$ cat src/rtl/coh_pkg.sv
package coh_pkg;

    // Per-line coherence state: {excl, shr}. 2'b11 is illegal.
    typedef struct packed {
        logic excl;
        logic shr;
    } lstate_t;

    localparam lstate_t LS_INV = 2'b00;
    localparam lstate_t LS_SHR = 2'b01;
    localparam lstate_t LS_EXC = 2'b10;

    typedef enum logic [1:0] {
        CT_IDLE = 2'd0,
        CT_REQ  = 2'd1,
        CT_WAIT = 2'd2
    } ctl_e;

    function automatic logic st_valid(lstate_t s);
        return s.excl | s.shr;
    endfunction

    // State the requester installs after its miss completes.
    function automatic lstate_t fill_state(logic excl_req);
        return excl_req ? LS_EXC : LS_SHR;
    endfunction

    // State a snooping holder moves to after another cache's request.
    function automatic lstate_t snoop_next(lstate_t cur, logic excl_req);
        if (excl_req)
            return LS_INV;
        return st_valid(cur) ? LS_SHR : cur;
    endfunction

endpackage

$ cat src/rtl/coh_arbiter.sv
module coh_arbiter #(
    parameter int N  = 2,
    parameter int SW = 1
) (
    input  logic [N-1:0]  req,
    output logic [N-1:0]  grant,
    output logic          grant_any,
    output logic [SW-1:0] grant_idx
);
    always_comb begin
        logic found;
        found     = 1'b0;
        grant     = '0;
        grant_idx = '0;
        for (int i = 0; i < N; i++) begin
            if (req[i] && !found) begin
                found     = 1'b1;
                grant[i]  = 1'b1;
                grant_idx = SW'(i);
            end
        end
        grant_any = found;
    end
endmodule

$ cat src/rtl/coh_ctrl.sv
module coh_ctrl
    import coh_pkg::*;
#(
    parameter int AW = 5,
    parameter int IW = 2,
    parameter int DW = 16
) (
    input  logic          clk,
    input  logic          rst,
    // local side
    input  logic          req_valid,
    input  logic          req_excl,
    input  logic [AW-1:0] req_addr,
    input  logic          lock_hold,
    input  logic [AW-1:0] lock_addr,
    output logic          busy,
    output logic          resp_valid,
    output logic [DW-1:0] resp_data,
    output logic          resp_peer,
    output logic          stalled,
    // bus request side
    output logic          bus_req,
    input  logic          bus_grant,
    output logic [AW-1:0] my_addr,
    output logic          my_excl,
    // broadcast and snoop side
    input  logic          bus_vld,
    input  logic          bus_excl,
    input  logic [AW-1:0] bus_addr,
    input  logic          bus_mine,
    output logic          snp_hit,
    output logic [DW-1:0] snp_data,
    output logic          snp_stall,
    input  logic          all_hit,
    input  logic [DW-1:0] all_data,
    input  logic          all_stall,
    input  logic [DW-1:0] mem_rdata,
    // observation
    input  logic [AW-1:0] probe_addr,
    output lstate_t       probe_state
);
    localparam int NL = 1 << IW;
    localparam int TW = AW - IW;

    logic [TW-1:0] tag_q [NL];
    lstate_t       st_q  [NL];
    logic [DW-1:0] dat_q [NL];

    ctl_e          fsm_q;
    logic [AW-1:0] pend_addr_q;
    logic          pend_excl_q;
    logic          stalled_q;
    logic          resp_valid_q;
    logic [DW-1:0] resp_data_q;
    logic          resp_peer_q;

    // local lookup
    logic [IW-1:0] l_idx;
    logic [TW-1:0] l_tag;
    lstate_t       l_st;
    logic          l_hit;

    always_comb begin
        l_idx = req_addr[IW-1:0];
        l_tag = req_addr[AW-1:IW];
        l_st  = st_q[l_idx];
        l_hit = (tag_q[l_idx] == l_tag) && (l_st.excl || (l_st.shr && !req_excl));
    end

    // snoop lookup
    logic [IW-1:0] s_idx;
    logic [TW-1:0] s_tag;
    lstate_t       s_st;
    logic          s_match;

    always_comb begin
        s_idx     = bus_addr[IW-1:0];
        s_tag     = bus_addr[AW-1:IW];
        s_st      = st_q[s_idx];
        s_match   = bus_vld && !bus_mine && st_valid(s_st) && (tag_q[s_idx] == s_tag);
        snp_hit   = s_match;
        snp_data  = s_match ? dat_q[s_idx] : '0;
        snp_stall = s_match && s_st.excl && lock_hold && (lock_addr == bus_addr);
    end

    // pending miss
    logic [IW-1:0] p_idx;
    logic [TW-1:0] p_tag;
    logic [DW-1:0] fill_data;

    always_comb begin
        p_idx     = pend_addr_q[IW-1:0];
        p_tag     = pend_addr_q[AW-1:IW];
        fill_data = all_hit ? all_data : mem_rdata;
    end

    always_ff @(posedge clk) begin
        if (rst) begin
            fsm_q        <= CT_IDLE;
            pend_addr_q  <= '0;
            pend_excl_q  <= 1'b0;
            stalled_q    <= 1'b0;
            resp_valid_q <= 1'b0;
            resp_data_q  <= '0;
            resp_peer_q  <= 1'b0;
            for (int i = 0; i < NL; i++) begin
                tag_q[i] <= '0;
                st_q[i]  <= LS_INV;
                dat_q[i] <= '0;
            end
        end else begin
            resp_valid_q <= 1'b0;
            case (fsm_q)
                CT_IDLE: begin
                    if (req_valid) begin
                        if (l_hit) begin
                            resp_valid_q <= 1'b1;
                            resp_data_q  <= dat_q[l_idx];
                            resp_peer_q  <= 1'b0;
                        end else begin
                            pend_addr_q <= req_addr;
                            pend_excl_q <= req_excl;
                            fsm_q       <= CT_REQ;
                        end
                    end
                end
                CT_REQ: begin
                    if (bus_grant)
                        fsm_q <= CT_WAIT;
                end
                CT_WAIT: begin
                    if (all_stall) begin
                        fsm_q     <= CT_REQ;
                        stalled_q <= 1'b1;
                    end else begin
                        fsm_q        <= CT_IDLE;
                        stalled_q    <= 1'b0;
                        resp_valid_q <= 1'b1;
                        resp_data_q  <= fill_data;
                        resp_peer_q  <= all_hit;
                        tag_q[p_idx] <= p_tag;
                        st_q[p_idx]  <= fill_state(pend_excl_q);
                        dat_q[p_idx] <= fill_data;
                    end
                end
                default: fsm_q <= CT_IDLE;
            endcase
            // A snoop never targets the requester's own transaction.
            if (s_match && !all_stall)
                st_q[s_idx] <= snoop_next(s_st, bus_excl);
        end
    end

    always_comb begin
        busy        = (fsm_q != CT_IDLE);
        bus_req     = (fsm_q == CT_REQ);
        my_addr     = pend_addr_q;
        my_excl     = pend_excl_q;
        resp_valid  = resp_valid_q;
        resp_data   = resp_data_q;
        resp_peer   = resp_peer_q;
        stalled     = stalled_q;
        probe_state = (tag_q[probe_addr[IW-1:0]] == probe_addr[AW-1:IW])
                      ? st_q[probe_addr[IW-1:0]] : LS_INV;
    end

    // a stalled transaction goes back to requesting with no response
    assert_stall_retries_R6: assert property (@(posedge clk) disable iff (rst)
        (fsm_q == CT_WAIT && all_stall) |=> (fsm_q == CT_REQ && stalled && !resp_valid));

    // while waiting, the broadcast in flight is this controller's own
    assert_wait_owns_bus_R9: assert property (@(posedge clk) disable iff (rst)
        (fsm_q == CT_WAIT) |-> (bus_vld && bus_mine));

    for (genvar g = 0; g < NL; g++) begin : g_line_chk
        // the illegal encoding never appears
        assert_legal_state_R8: assert property (@(posedge clk) disable iff (rst)
            !(st_q[g].excl && st_q[g].shr));
        // an exclusive snoop hit leaves the line invalid here
        assert_excl_snoop_inval_R5: assert property (@(posedge clk) disable iff (rst)
            (s_match && bus_excl && !all_stall && s_idx == IW'(g)) |=> (st_q[g] == LS_INV));
    end

endmodule

$ cat src/rtl/coh_snoop_fabric.sv
module coh_snoop_fabric
    import coh_pkg::*;
#(
    parameter int NC = 3,
    parameter int AW = 5,
    parameter int IW = 2,
    parameter int DW = 16
) (
    input  logic            clk,
    input  logic            rst,
    input  logic [NC-1:0]   req_valid,
    input  logic [NC-1:0]   req_excl,
    input  logic [NC*AW-1:0] req_addr,
    input  logic [NC-1:0]   lock_hold,
    input  logic [NC*AW-1:0] lock_addr,
    output logic [NC-1:0]   busy,
    output logic [NC-1:0]   resp_valid,
    output logic [NC*DW-1:0] resp_data,
    output logic [NC-1:0]   resp_peer,
    output logic [NC-1:0]   stalled,
    output logic            mem_rd_en,
    output logic [AW-1:0]   mem_addr,
    input  logic [DW-1:0]   mem_rdata,
    input  logic [AW-1:0]   probe_addr,
    output logic [NC*2-1:0] probe_state
);
    localparam int SW = (NC > 2) ? $clog2(NC) : 1;

    logic [NC-1:0]   bus_req;
    logic [NC-1:0]   grant;
    logic            grant_any;
    logic [SW-1:0]   grant_idx;
    logic [AW-1:0]   my_addr_a [NC];
    logic [NC-1:0]   my_excl;
    logic [NC-1:0]   snp_hit;
    logic [NC-1:0]   snp_stall;
    logic [DW-1:0]   snp_data_a [NC];
    logic [NC-1:0]   probe_excl;

    logic            bus_vld_q;
    logic            bus_excl_q;
    logic [AW-1:0]   bus_addr_q;
    logic [SW-1:0]   bus_src_q;

    logic            all_hit;
    logic            all_stall;
    logic [DW-1:0]   all_data;

    coh_arbiter #(.N(NC), .SW(SW)) u_arb (
        .req       (bus_req),
        .grant     (grant),
        .grant_any (grant_any),
        .grant_idx (grant_idx)
    );

    for (genvar i = 0; i < NC; i++) begin : g_ctrl
        lstate_t pst;
        coh_ctrl #(.AW(AW), .IW(IW), .DW(DW)) u_ctrl (
            .clk         (clk),
            .rst         (rst),
            .req_valid   (req_valid[i]),
            .req_excl    (req_excl[i]),
            .req_addr    (req_addr[i*AW +: AW]),
            .lock_hold   (lock_hold[i]),
            .lock_addr   (lock_addr[i*AW +: AW]),
            .busy        (busy[i]),
            .resp_valid  (resp_valid[i]),
            .resp_data   (resp_data[i*DW +: DW]),
            .resp_peer   (resp_peer[i]),
            .stalled     (stalled[i]),
            .bus_req     (bus_req[i]),
            .bus_grant   (grant[i]),
            .my_addr     (my_addr_a[i]),
            .my_excl     (my_excl[i]),
            .bus_vld     (bus_vld_q),
            .bus_excl    (bus_excl_q),
            .bus_addr    (bus_addr_q),
            .bus_mine    (bus_src_q == SW'(i)),
            .snp_hit     (snp_hit[i]),
            .snp_data    (snp_data_a[i]),
            .snp_stall   (snp_stall[i]),
            .all_hit     (all_hit),
            .all_data    (all_data),
            .all_stall   (all_stall),
            .mem_rdata   (mem_rdata),
            .probe_addr  (probe_addr),
            .probe_state (pst)
        );
        assign probe_state[i*2 +: 2] = pst;
        assign probe_excl[i]         = pst.excl;

        // a request that loses arbitration stays raised
        assert_loser_holds_R7: assert property (@(posedge clk) disable iff (rst)
            (bus_req[i] && !grant[i]) |=> bus_req[i]);
    end

    // Snoop responses are OR-combined across all controllers.
    always_comb begin
        all_data = '0;
        for (int i = 0; i < NC; i++)
            all_data = all_data | snp_data_a[i];
        all_hit   = |snp_hit;
        all_stall = |snp_stall;
        mem_rd_en = bus_vld_q && !all_hit && !all_stall;
        mem_addr  = bus_addr_q;
    end

    // One broadcast slot, loaded from the granted controller.
    always_ff @(posedge clk) begin
        if (rst) begin
            bus_vld_q  <= 1'b0;
            bus_excl_q <= 1'b0;
            bus_addr_q <= '0;
            bus_src_q  <= '0;
        end else begin
            bus_vld_q <= grant_any;
            if (grant_any) begin
                bus_excl_q <= my_excl[grant_idx];
                bus_addr_q <= my_addr_a[grant_idx];
                bus_src_q  <= grant_idx;
            end
        end
    end

    // no two controllers own the probed line exclusive
    assert_single_owner_R8: assert property (@(posedge clk) disable iff (rst)
        $onehot0(probe_excl));

    // never more than one grant per cycle
    assert_one_grant_R7: assert property (@(posedge clk) disable iff (rst)
        $onehot0(grant));

    // a memory read is followed by a non-peer response to the requester
    logic [SW-1:0] chk_src_q;
    always_ff @(posedge clk) begin
        if (rst) chk_src_q <= '0;
        else     chk_src_q <= bus_src_q;
    end

    assert_mem_fill_R3: assert property (@(posedge clk) disable iff (rst)
        mem_rd_en |=> (resp_valid[chk_src_q] && !resp_peer[chk_src_q]));

endmodule

$ cat config.mk
export PLATFORM = sky130hd
export DESIGN_NAME = coh_snoop_fabric
export DESIGN_NICKNAME = d
export VERILOG_FILES = /design/src/rtl/coh_pkg.sv /design/src/rtl/coh_arbiter.sv /design/src/rtl/coh_ctrl.sv /design/src/rtl/coh_snoop_fabric.sv
export SDC_FILE = /design/constraint.sdc
export NUM_CORES = 1
export LEC_CHECK = 0
export BUFFER_PORTS_ARGS = -buffer_cell sky130_fd_sc_hd__buf_2
export CORE_UTILIZATION = 60
export CTS_BUF_LIST = sky130_fd_sc_hd__clkbuf_2 sky130_fd_sc_hd__clkbuf_4 sky130_fd_sc_hd__clkbuf_8
export CTS_CLUSTER_DIAMETER = 60
export DETAILED_ROUTE_END_ITERATION = 7
export GPL_ROUTABILITY_DRIVEN = 0
export PLACE_DENSITY = 0.79
export REMOVE_ABC_BUFFERS = 1
export SYNTH_ARGS = -nofsm -noshare
export SYNTH_HDL_FRONTEND = slang
export SYNTH_SLANG_ARGS = --single-unit
$ cat constraint.sdc
create_clock -name clk -period 5.1 [get_ports clk]
set_input_delay 0.255 -clock clk [delete_from_list [all_inputs] [get_ports clk]]
set_output_delay 0.255 -clock clk [all_outputs]
set_load 0.03 [all_outputs]
Word-level counts from Yosys, hierarchy flattened
Memories as Yosys holds them, arrays and structs flattened. A register that Yosys moved wholly into a read port is not among the register bits. Index checks and enable logic that the tools add are counted.

RAM bits: 252. Output and inout bits: 72. Bits in registers: 90. Input port bits: 62. Word-level logic and storage cells: 317. Memories: 9.

Eq/ne operators: 35. Magnitude comparators: 2. Bitwise logic cells: 9. Mux-type cells: 160. Reduce and logical (&&, ||, !) cells: 77.

Memories: g_ctrl[0].u_ctrl.dat_q (depth 4, bits a word 16, rd ports 2, clocked after Yosys merged registers in 1, wr ports 4, line coh_ctrl.sv:47) `logic [DW-1:0] dat_q [NL];`; g_ctrl[1].u_ctrl.dat_q (depth 4, bits a word 16, rd ports 2, clocked after Yosys merged registers in 1, wr ports 4, line coh_ctrl.sv:47); g_ctrl[2].u_ctrl.dat_q (depth 4, bits a word 16, rd ports 2, clocked after Yosys merged registers in 1, wr ports 4, line coh_ctrl.sv:47); g_ctrl[0].u_ctrl.tag_q (depth 4, bits a word 3, rd ports 3, clocked after Yosys merged registers in 1, wr ports 4, line coh_ctrl.sv:45) `logic [TW-1:0] tag_q [NL];`; g_ctrl[1].u_ctrl.tag_q (depth 4, bits a word 3, rd ports 3, clocked after Yosys merged registers in 1, wr ports 4, line coh_ctrl.sv:45); g_ctrl[2].u_ctrl.tag_q (depth 4, bits a word 3, rd ports 3, clocked after Yosys merged registers in 1, wr ports 4, line coh_ctrl.sv:45); +3 memories.

Operators with widths (count): two-way mux 16 bit (14); two-way mux 2 bit (65); one-hot mux 16 bit (2 select lines) (3); two-way mux 1 bit (62); OR reduction 16 bit (3); bitwise OR 16 bit (2); logical AND 1 bit (31); == test 3 bit (9); inequality test 2 bit (second input constant) (12); one-hot mux 2 bit (3 select lines) (3); AND reduction 3 bit (6); == test 5 bit (3); OR reduction 3 bit (5); one-hot mux 1 bit (2 select lines) (6); AND reduction 4 bit (3); nonzero test 2 bit (6); OR reduction 2 bit (6); binary-select mux 5 bit (select 2 bit) (1); zero test 1 bit (10); two-way mux 5 bit (2); two-way mux 3 bit (3); == test 2 x 1 -> 1 bit (second input constant) (4); == test 2 bit (second input constant) (4); zero test 2 bit (4); 8 further kinds (16).

Longest topological paths before layout
Depth in word-level cells: 17. Mapped depth: 12. Mapped depth without buffers: 7.

Modules after synthesis
A second synthesis with hierarchy kept.

Cell total of the unflattened synthesis: 1492. Area total of the unflattened synthesis: 18401.4 um^2.

Modules (own cells, without submodules): coh_ctrl at g_ctrl[2].u_ctrl (times used 1, seq. area each 3062.9 um^2, cells an instance 470, area an instance 5994.5 um^2); coh_ctrl at g_ctrl[0].u_ctrl (times used 1, seq. area each 3062.9 um^2, cells an instance 471, area an instance 5831.8 um^2); coh_ctrl at g_ctrl[1].u_ctrl (times used 1, seq. area each 3062.9 um^2, cells an instance 472, area an instance 5830.6 um^2); coh_snoop_fabric (times used 1, seq. area each 180.2 um^2, cells an instance 73, area an instance 699.4 um^2); coh_arbiter (times used 1, seq. area each 0.0 um^2, cells an instance 6, area an instance 45.0 um^2).

Worst setup path before layout
No wires, ideal clock.

Path type: flip-flop to flip-flop. From: register (tool-made name). To: memory g_ctrl[2].u_ctrl.dat_q[3][0], enable pin. Path slack: 1.340 ns. Stages on the path, launching flop included: 10. Data required time: 4.675 ns. Buffers on the path: 3. Arrival time: 3.335 ns. Setup time: 0.425 ns. Clock period less this slack: 3.760 ns. Cell sequence: dfxtp_1 > buf_6 > buf_6 > mux4_2 > xor2_1 > nor2_1 > clkbuf_1 > nand3_1 > nand3_1 > o31ai_1.

RTL lines (line): end: declaration (coh_ctrl.sv:47).

==> flow_summary.rst <==
.. list-table::
   :header-rows: 1

   * - Metric
     - Value
   * - Status
     - finished clean
   * - TritonCTS clock tree
     - yes
   * - Setup Skew
     - 0.0238 ns
   * - Arrival time worst endpoint
     - 4.60 ns
   * - Upper clock frequency limit
     - 233 MHz
   * - Internal reg-to-reg setup slack
     - 0.80 ns
   * - Async set-reset flop share out of synthesis
     - 0
   * - Mean area per synthesized cell
     - 12.1 um^2
   * - Row count
     - 63
   * - Share of the clock period used by the worst path
     - 0.843
   * - Worst slew margin relative to its limit
     - 0.172
   * - Worst path max stage delay
     - 0.75 ns
   * - Reported net switching power
     - 2.12 mW
   * - Clock latency on the worst-skew pair
     - 0.61 ns
   * - Count of max-cap constraint violations
     - 0
   * - Port Buffers
     - 133
   * - Synth warn
     - 0
   * - Worst-case vdd ir drop
     - 316 uV
   * - Starting density of the core
     - 0.610
   * - Antenna-violating nets left
     - 0
   * - Critical Path RT
     - 5.41 ns
   * - Via count of the first global-routing pass
     - 13.9k
   * - Via total after detailed routing
     - 14.0k
   * - Global-route wire length before repair
     - 81.9 mm
   * - Cell-internal power
     - 5.36 mW
   * - I/O pin total
     - 134
   * - Worst Setup Slack, final
     - 0.801 ns
   * - Prevailing post-synth register cell
     - sky130_fd_sc_hd__edfxtp_1
   * - Final worst path period need
     - 4.30 ns
   * - Synth top area cells
     - sky130_fd_sc_hd__edfxtp_1 (42%), sky130_fd_sc_hd__mux4_2 (17%), sky130_fd_sc_hd__dfxtp_1 (10%), sky130_fd_sc_hd__nor2_1 (6.3%), sky130_fd_sc_hd__o211ai_1 (2.0%)
   * - Cells after Synth
     - 1,499
   * - Setup repair after global routing missed its margin
     - false
   * - Number of buffers on the longest clock path
     - 3
   * - Clock slew seen by the registers of the worst setup and hold paths
     - 0.07 ns
   * - Depth of the CTS H-tree
     - 2
   * - Placed cell areas
     - 0.0190 mm^2
   * - EDFF count, synth
     - 252
   * - Number of antenna violations at the first check in global routing
     - 0
   * - Number of nets at the end of the flow
     - 1,663
   * - Total design power
     - 7.48 mW
   * - Total count of hold-check failures in the final report
     - 0
   * - Total non-filler cell area in the finished layout
     - 0.0204 mm^2
   * - Area share of the largest cell type after synthesis
     - 0.417
   * - Post-synth design cell area
     - 0.0181 mm^2
   * - Actual transition at the worst max-transition pin
     - 1.24 ns
   * - Total core area
     - 0.0297 mm^2
   * - Register bit total from synthesis
     - 344
   * - Top cell type by total area after synthesis
     - sky130_fd_sc_hd__edfxtp_1
   * - Unique masters post-synth
     - 56
   * - Crit path launch type
     - flop
   * - Power density over cell area
     - 366 mW/mm^2
   * - CP endpoint kind
     - flop
   * - Largest net degree at the start of global routing
     - 64
   * - Part of the total power dissipated in the clock network
     - 0.382
   * - Worst hold-check slack
     - 0.0134 ns
   * - Area overhead of the layout relative to synthesis
     - 12.7%
   * - Chip width
     - 176 um
   * - Crit path kind
     - flop to flop
   * - Part of the total power dissipated in combinational logic
     - 0.177
   * - Final setup fails
     - 0
   * - Average routed wire per standard cell
     - 26.9 um
   * - Switching share of total power
     - 0.284
   * - Root cell of the clock tree
     - sky130_fd_sc_hd__clkbuf_8
   * - Chip height
     - 176 um
   * - Fin. max-slew vios
     - 0
   * - Type of the most critical hold path
     - input port to flop
   * - Grt total ovfl
     - 0
   * - HPWL after DPL
     - 36.0 mm
   * - Detailed Route WL
     - 54.9 mm
   * - Area of the die
     - 0.0309 mm^2
   * - Standby leakage power
     - 7.62 nW
   * - Sequential element share of the synthesized area
     - 0.519
   * - Fraction of final layout cells with drive strength greater than 1
     - 0.273
   * - Worst-case setup slack after placement
     - 1.03 ns
   * - Part of the total power dissipated in sequential elements
     - 0.441
   * - Number of detailed-route iterations in the first pass
     - 7
   * - CTS sink cnt
     - 344
   * - Crit-path slowest cell
     - sky130_fd_sc_hd__a221o_2
   * - List of cells traversed by the critical path
     - buf_4 > mux4_2 > xor2_1 > nor4_2 > a221o_2 > nand3_1 > o21ai_1 > nor2_1
   * - Num CTS Buffers
     - 54
   * - Drt via density
     - 6.86
   * - Starting DRT DRC Count
     - 1,857
   * - Largest fanout on the critical path
     - 41
   * - Total routing usage reported by global routing
     - 0.362
   * - DRC violation count after routing
     - 0
[cell usage in the layout, fill, tap and decap left out, drive strengths merged, types with 14 or more instances in the layout]
cell type / n
dfxtp: 92
xnor2: 14
nor3: 60
a21oi: 25
and2: 17
mux4: 137
a2111o: 15
o21ai: 29
and3: 21
nor2: 306
nand2: 88
xor2: 28
o211ai: 49
clkinv: 19
mux2i: 29
edfxtp: 252
inv: 21
clkbuf: 69
a311oi: 48
nand3: 22
buf: 187
[cell families after synthesis]
| family | count (synthesis) | synth area share |
|---|---|---|
| AO/OA/AOI/OAI | 190 | 0.0829 |
| XOR/XNOR | 42 | 0.0203 |
| flip-flops | 344 | 0.519 |
| multiplexers | 166 | 0.186 |
| buffers and inverters | 174 | 0.0461 |
| AND/OR/NAND/NOR | 583 | 0.146 |
[critical path: cells and delay by family, from the launching register on]
kind	cells	cell delay, ns
multiplexers	1	0.37
flip-flops	1	0.58
AND/OR/NAND/NOR	3	1.07
AO/OA/AOI/OAI	2	1.37
XOR/XNOR	1	0.19
buffers and inverters	1	0.42
[path summary, 6_finish.rpt]
path,to,from,cells past startpoint
worst max-delay path,g_ctrl[0].u_ctrl.dat_q[3][15],flop,8
worst min-delay path,g_ctrl[1].u_ctrl.fsm_q[0],req_valid[1],5
worst max register to register,g_ctrl[0].u_ctrl.dat_q[3][15],flop,8
worst min register to register,g_ctrl[1].u_ctrl.stalled,g_ctrl[1].u_ctrl.stalled,2
[layer usage]
layer  GRT usage  routed length, um
met2       0.595              26400
met3      0.0502               5990
met1       0.459              18900
met5           0                  0
met4       0.216               3490
[flip-flops by register name, indices dropped and copies added (netlist names), named ones only]
register	count
g_ctrl.u_ctrl.resp_valid	3
bus_src_q	2
g_ctrl.u_ctrl.my_addr	15
g_ctrl.u_ctrl.dat_q	192
bus_vld_q	1
g_ctrl.u_ctrl.stalled	3
g_ctrl.u_ctrl.fsm_q	6
g_ctrl.u_ctrl.st_q	24
g_ctrl.u_ctrl.my_excl	3
mem_addr	5
g_ctrl.u_ctrl.tag_q	36
g_ctrl.u_ctrl.resp_data	48
bus_excl_q	1
g_ctrl.u_ctrl.resp_peer	3
[layout make-up]
type | count | area [um^2]
sequential | 344 | 9410
fill | 2119 | 9290
multi-input combinational | 981 | 7940
timing repair buffer | 199 | 1190
clock buffer | 69 | 868
tap | 390 | 488
clock inverter | 32 | 449
inverter | 21 | 78.8
antenna | 1 | 2.50
[synth_stat cells, types with 19 or more instances]
library cell,instances
sky130_fd_sc_hd__nor2_1,304
sky130_fd_sc_hd__edfxtp_1,252
sky130_fd_sc_hd__mux4_2,137
sky130_fd_sc_hd__dfxtp_1,92
sky130_fd_sc_hd__nand2_1,88
sky130_fd_sc_hd__clkbuf_1,77
sky130_fd_sc_hd__nor3_1,59
sky130_fd_sc_hd__o211ai_1,49
sky130_fd_sc_hd__buf_2,36
sky130_fd_sc_hd__a311oi_1,35
sky130_fd_sc_hd__mux2i_1,29
sky130_fd_sc_hd__xor2_1,28
sky130_fd_sc_hd__a21oi_1,25
sky130_fd_sc_hd__buf_4,24
sky130_fd_sc_hd__nand3_1,22
sky130_fd_sc_hd__and3_1,21
sky130_fd_sc_hd__inv_1,21
sky130_fd_sc_hd__o21ai_0,19
[power groups by stage]
stage / registers (mW) / clock network [mW] / logic [mW]
final: 3.30 / 2.86 / 1.32
after global routing: 3.31 / 2.97 / 1.39
after CTS: 3.29 / 2.87 / 1.30
after detailed placement: 3.35 / 0 / 1.28
after global placement: 3.34 / 0 / 1.25
after floorplan: 3.40 / 0 / 0.734
[through the flow]
| stage | instances | util | TNS, ns |
|---|---|---|---|
| 6_report | 2037 | 0.688 | 0 |
| 5_1_grt | 2036 | 0.687 | 0 |
| 4_1_cts | 2036 | 0.687 | 0 |
| 3_5_place_dp | 1923 | 0.639 | 0 |
| 3_3_place_gp | 1923 | 0.639 | 0 |
| 2_1_floorplan | 1346 | - | -693.88 |
[repair_timing]
| action | CTS | global route |
|---|---|---|
| hold buffers | 12 | 0 |
| setup buffers | 0 | 0 |
| hold endpoints to repair | 12 | 0 |
| gates resized for setup | 0 | 0 |
Note: power is estimated with default switching activity, not from simulation.
